`src/rtl/bsc_pkg.sv`:
```
package bsc_pkg;

   // Operation applied to every shift stage at the next tck edge.
   typedef enum logic [1:0] {
      QA_HOLD    = 2'd0,
      QA_CAPTURE = 2'd1,
      QA_SHIFT   = 2'd2
   } qa_op_e;

   function automatic qa_op_e decode_qa_op(input logic clk_en, input logic shift);
      if (!clk_en)
         return QA_HOLD;
      return shift ? QA_SHIFT : QA_CAPTURE;
   endfunction

endpackage

```
`src/rtl/bsc_upd_edge.sv`:
```
module bsc_upd_edge #(
   parameter bit FALL_EDGE = 1'b1
) (
   input  logic tck,
   input  logic rst_n,
   input  logic strobe,
   output logic fire
);
   logic strobe_q;

   always_ff @(posedge tck or negedge rst_n) begin
      if (!rst_n)
         strobe_q <= 1'b0;
      else
         strobe_q <= strobe;
   end

   generate
      if (FALL_EDGE) begin : g_fall
         assign fire = strobe_q & ~strobe;
      end else begin : g_rise
         assign fire = ~strobe_q & strobe;
      end
   endgenerate

endmodule

```
`src/rtl/bsc_cell.sv`:
```
module bsc_cell
   import bsc_pkg::*;
(
   input  logic   tck,
   input  logic   rst_n,
   input  qa_op_e op,
   input  logic   upd_fire,
   input  logic   test_sel,
   input  logic   pin_i,
   input  logic   ser_i,
   output logic   qa_o,
   output logic   qb_o,
   output logic   pin_o
);
   logic qa_q;
   logic qb_q;

   always_ff @(posedge tck or negedge rst_n) begin
      if (!rst_n) begin
         qa_q <= 1'b0;
      end else begin
         unique case (op)
            QA_CAPTURE: qa_q <= pin_i;
            QA_SHIFT:   qa_q <= ser_i;
            default:    qa_q <= qa_q;
         endcase
      end
   end

   always_ff @(posedge tck or negedge rst_n) begin
      if (!rst_n)
         qb_q <= 1'b0;
      else if (upd_fire)
         qb_q <= qa_q;
   end

   assign qa_o  = qa_q;
   assign qb_o  = qb_q;
   assign pin_o = test_sel ? qb_q : pin_i;

endmodule

```
`src/rtl/bscan_chain.sv`:
```
module bscan_chain
   import bsc_pkg::*;
#(
   parameter int N_CELLS        = 12,
   parameter bit UPDATE_ON_FALL = 1'b1
) (
   input  logic               tck,
   input  logic               rst_n,
   input  logic [N_CELLS-1:0] sys_in,
   output logic [N_CELLS-1:0] sys_out,
   input  logic               ser_in,
   output logic               ser_out,
   input  logic               shift_en,
   input  logic               dr_clk_en,
   input  logic               dr_update,
   input  logic               test_sel
);
   localparam int LINK_W = N_CELLS + 1;

   generate
      if (N_CELLS < 2) begin : g_bad_len
         $error("bscan_chain: N_CELLS must be at least 2");
      end
   endgenerate

   qa_op_e              qa_op;
   logic                upd_fire;
   logic [LINK_W-1:0]   link;
   logic [N_CELLS-1:0]  qa_vec;
   logic [N_CELLS-1:0]  qb_vec;

   assign qa_op = decode_qa_op(dr_clk_en, shift_en);

   bsc_upd_edge #(.FALL_EDGE(UPDATE_ON_FALL)) u_upd_edge (
      .tck    (tck),
      .rst_n  (rst_n),
      .strobe (dr_update),
      .fire   (upd_fire)
   );

   assign link[N_CELLS] = ser_in;

   generate
      for (genvar i = 0; i < N_CELLS; i++) begin : g_cell
         bsc_cell u_cell (
            .tck      (tck),
            .rst_n    (rst_n),
            .op       (qa_op),
            .upd_fire (upd_fire),
            .test_sel (test_sel),
            .pin_i    (sys_in[i]),
            .ser_i    (link[i+1]),
            .qa_o     (link[i]),
            .qb_o     (qb_vec[i]),
            .pin_o    (sys_out[i])
         );
      end
   endgenerate

   assign qa_vec  = link[N_CELLS-1:0];
   assign ser_out = link[0];

endmodule

```
`config.mk`:
```
export PLATFORM = sky130hd
export DESIGN_NAME = bscan_chain
export DESIGN_NICKNAME = d
export VERILOG_FILES = /design/src/rtl/bsc_pkg.sv /design/src/rtl/bsc_upd_edge.sv /design/src/rtl/bsc_cell.sv /design/src/rtl/bscan_chain.sv
export SDC_FILE = /design/constraint.sdc
export NUM_CORES = 1
export LEC_CHECK = 0
export BUFFER_PORTS_ARGS = -buffer_cell sky130_fd_sc_hd__buf_4
export CORE_ASPECT_RATIO = 1.5
export CORE_MARGIN = 2
export CORE_UTILIZATION = 52
export CTS_BUF_LIST = sky130_fd_sc_hd__clkbuf_16
export DETAILED_ROUTE_END_ITERATION = 7
export GPL_TIMING_DRIVEN = 0
export PLACE_DENSITY = 0.78
export SLEW_MARGIN = 20
export SYNTH_ARGS = -nofsm -noshare
export SYNTH_HDL_FRONTEND = slang
export SYNTH_SLANG_ARGS = --single-unit
```
`constraint.sdc`:
```
create_clock -name tck -period 1.4 [get_ports tck]
set_input_delay 0.21 -clock tck [delete_from_list [all_inputs] [get_ports tck]]
set_output_delay 0.21 -clock tck [all_outputs]
set_load 0.02 [all_outputs]
```
### Yosys cells after proc, flatten, opt, wreduce, memory -nomap -nowiden

Cells that the tools add are included.

* equality and inequality tests: 2
* muxes and demuxes: 26
* bitwise gates (word level): 2
* reductions and logical operators: 1

Operator list (count)
* $pmux W1 S2: 12
* $mux W1: 12
* $mux W2: 2
* $eq A2 B1 Y1 const B: 1
* $eq A2 B2 Y1 const B: 1
* $reduce_bool A2 Y1: 1
* $and A1 B1 Y1: 1
* $not A1 Y1: 1

* register bits: 25
* bits of input ports: 19
* output and inout bits: 13
* logic and storage cells: 56

### Depth between registers and ports, before layout

* depth after elaboration: 4
* gate-level depth with buffers: 3
* mapped depth without buffers: 2

### Modules after synthesis

A second synthesis with hierarchy kept.

* cell total of the unflattened synthesis: 112
* area total of the unflattened synthesis: 1391.3 µm²

Modules (own cells, without submodules)
* bsc_cell: instances 12, cells each 9, area an instance 111.4 µm², sequential area each 50.0 µm²
* bsc_upd_edge: instances 1, cells each 2, area an instance 38.8 µm², sequential area each 25.0 µm²
* bscan_chain: instances 1, cells each 2, area an instance 16.3 µm², sequential area each 0.0 µm²

### Worst setup path after synthesis

No wires, ideal clock.

* kind: input port to output port
* start point: input test_sel
* end point: output sys_out[0]
* arrival: 0.835 ns
* required time: 1.190 ns
* path slack: 0.355 ns
* stages: 3
* path through: buf_4 mux2_2 buf_4

* word-level cells in the longest chain between the ends: 1

RTL lines
* from (decl): RTL line bscan_chain.sv:16 `input logic test_sel`
* $mux W1: RTL line bsc_cell.sv:39 `assign pin_o = test_sel ? qb_q : pin_i;`
* to (decl): RTL line bscan_chain.sv:10 `output logic [N_CELLS-1:0] sys_out,`

No other way between the ends.

### Worst setup path in the final report

* start point: register g_cell[2].u_cell.qb_q
* end point: output sys_out[2]

* word-level cells in the longest chain between the ends: 1

RTL lines
* from (decl): RTL line bsc_cell.sv:16 `logic qb_q;`
* from (signal assigned): RTL line bsc_cell.sv:34 `qb_q <= qa_q;`
* $mux W1: RTL line bsc_cell.sv:39

No other way between the ends.

==> flow_summary_export.csv <==
group,metric,value,unit
status,status,"finished clean",
finish,mostFrequentLayoutCells,"41 x buf_4, 25 x dfrtp_1, 16 x mux2_4",
finish,drive_gt1_share,55.9,%
detailed_routing,vias,898,
finish,fin_cells,169,
synthesis,synth-xor-area-share,0,%
worst_setup_path,path_max_fanout,2,
die,die_x,44.8,um
detailed_routing,finalWirelength,2.58,mm
pwr,peakVddDrop,0.000832,V
clock_network,numCtsBuffers,3,
synthesis,ys_seq_area_share,48.1,%
finish,n_antenna_cell,0,
synthesis,synth-compound-area-share,4.62,%
placed_design,post-place-cells,158,
finish,nNetsFinal,165,
grt,grt_pass1_wl,4.21,mm
worst_setup_path,startpoint_type,"flop",
detailed_routing,antenna_left,0,
detailed_routing,wl_per_cell,15.3,um
synthesis,netlist_area,1300,um^2
timing,max_freq,721,MHz
placed_design,gp_congestion,0.723,
worst_setup_path,critPathKind,"reg2out",
grt,overflow,0,
pwr,switching_share,25.8,%
detailed_routing,drc,0,
finish,utilization,72.4,%
clock_network,htree_levels,1,
timing,setup_violations,0,
hold_path,whs_path_depth,1,
hold_path,hold_start,"dr_update",
synthesis,synth_nets,122,
detailed_routing,drt_iter0_drc,13,
clock_network,cts_root_buf,"clkbuf_16",
synthesis,synth-simple-area-share,4.52,%
placed_design,portBuffers,31,
pwr,p_seq_share,40.9,%
synthesis,synthCells,103,
synthesis,synth.avg_cell_area,12.6,um^2
timing,worst_pin_slew,0.445,ns
die,die-height,65.3,um
timing,drv_slew,0,
pwr,p_comb_share,31.5,%
grt,grt_pass1_vias,917,
die,core_area,2420,um^2
synthesis,synth_top_family_by_area,"multiplexers",
pwr,clkPwrFrac,27.6,%
pwr,switchingPower,0.000581,W
clock_network,clkLatencyLatePin,0.25,ns
clock_network,cts_tree,"yes",
timing,slew_headroom,70.3,%
synthesis,synth_seq_cells,25,
clock_network,cts_sinks,25,
finish,area_growth,34.8,%
finish,layout_commonest_cell,"buf_4",
hold_path,hold_end,"u_upd_edge.strobe_q",
worst_setup_path,worstSetupEndpointType,"output port",
die,initial_core_util,53.7,%
grt,grt_start_max_net_pins,26,
synthesis,synth_adder_area_share,0,%
detailed_routing,drtPass1Iterations,4,
clock_network,clockBufferDepth,2,
synthesis,synthTopCellsByArea,"dfrtp_1 48%, mux2_2 12%, mux2_4 12%, mux2i_1 9.2%, buf_4 7.5%",
timing,finalCritPeriodShare,99.1,%
worst_setup_path,rr_startpoint,"u_upd_edge.strobe_q",
timing,fin_worst_skew,0.00421,ns
timing,period_needed,1.39,ns
worst_setup_path,worstPathRequired,1.19,ns
timing,holdWs,0.0694,ns
worst_setup_path,reg2reg_depth,3,
pwr,leakage,0.873,nW
flow_run,max_cap_viol_count,0,
pwr,power_density,1290,nW/um^2
grt,grt_usage,19.3,%
finish,nFillCells,180,
hold_path,hold_path_class,"in2reg",
synthesis,synthMuxAreaShare,32.9,%
synthesis,synth_top_area_share,48.1,%
worst_setup_path,worst-r2r-setup-slack,0.29,ns
grt,grt_antenna_before_repair,0,
pwr,p_int,0.00167,W
detailed_routing,viasPerCell,5.31,
synthesis,ys_types,11,
die,ios,32,
synthesis,synth_top_area_cell,"dfrtp_1",
die,die-area,2930,um^2
clock_network,clk_pin_slew,0.06,ns
synthesis,yosysWarningCount,0,
timing,hold_violations,0,
die,rows,22,
worst_setup_path,worst_r2r_endpoint,"g_cell[10].u_cell.qb_o",
worst_setup_path,worst_ep_arrival_time,1.18,ns
## power groups by stage
stage | Combinational, W | Clock, W | Sequential [W]
after floorplan | 0.000412 | 0 | 0.000913
after global placement | 0.000584 | 0 | 0.000926
after detailed placement | 0.000599 | 0 | 0.000932
after CTS | 0.000606 | 0.000626 | 0.000920
after global routing | 0.000764 | 0.000665 | 0.000935
final | 0.000710 | 0.000622 | 0.000923
## worst max-delay path, cell delays in order (launching register included)
cell     delay, ns
dfrtp_1       0.39
mux2_2        0.26
buf_4         0.12
buf_4         0.14
## synth_stat cells
library cell  instances
mux2i_1              12
a21oi_1              12
clkbuf_1              1
mux2_2               14
dfrtp_1              25
buf_2                 1
nor2_1               12
buf_6                 2
nand2b_4              1
mux2_4               10
buf_4                13
## flip-flops by register name (all words and copies together), names as in the netlist
name	count
g_cell.u_cell.qa_o	12
g_cell.u_cell.qb_o	12
u_upd_edge.strobe_q	1
## how the worst max path moves through the flow
stage,from,to,slack [ns],cells past startpoint
after global placement,test_sel,sys_out[8],0.07,5
after CTS,g_cell[8].u_cell.qb_o,sys_out[8],0.01,3
after global routing,g_cell[6].u_cell.qb_o,sys_out[6],-0.01,3
after floorplan,test_sel,sys_out[0],0.36,3
final,g_cell[2].u_cell.qb_o,sys_out[2],0.01,3
after detailed placement,test_sel,sys_out[5],0.06,5
## routing by layer
layer,vias up,wire (um),track usage (%)
li1,429,-,-
met1,445,1090,24.0
met2,22,1400,33.3
met3,2,77,2.47
met4,0,20,6.62
met5,-,0,0
## stage by stage
stage | power, W | TNS, ns | area [um^2] | worst slack, ns
finish | 0.00226 | 0 | 1750 | 0.0130
global route | 0.00236 | -0.0145 | 1750 | -0.0102
CTS | 0.00215 | 0 | 1650 | 0.0141
detailed placement | 0.00153 | 0 | 1560 | 0.0559
global placement | 0.00151 | 0 | 1560 | 0.0702
floorplan | 0.00132 | 0 | 1300 | 0.355
## cell families (layout without fill, tap and decap cells)
group	after synthesis	in the layout
mux	36	36
buf+inv	17	59
simple gates	13	13
flops	25	25
compound gates	12	12
## repair_timing
item,4_1_cts,5_1_grt
endpoints found under the hold margin,25,0
buffers inserted,0,6
resized for setup,0,15
endpoints found under the setup margin,0,12
hold buffers,1,0
## layout make-up
class	count	area [um^2]	area share, %
clock inverter	1	3.75	0.214
buffer	17	133	7.56
timing repair buffer	38	318	18.1
multi-input combinational	61	569	32.5
sequential	25	626	35.7
clock buffer	3	75.1	4.28
tap	24	30.0	1.71
No activity file was read; power rests on OpenSTA's default activity.
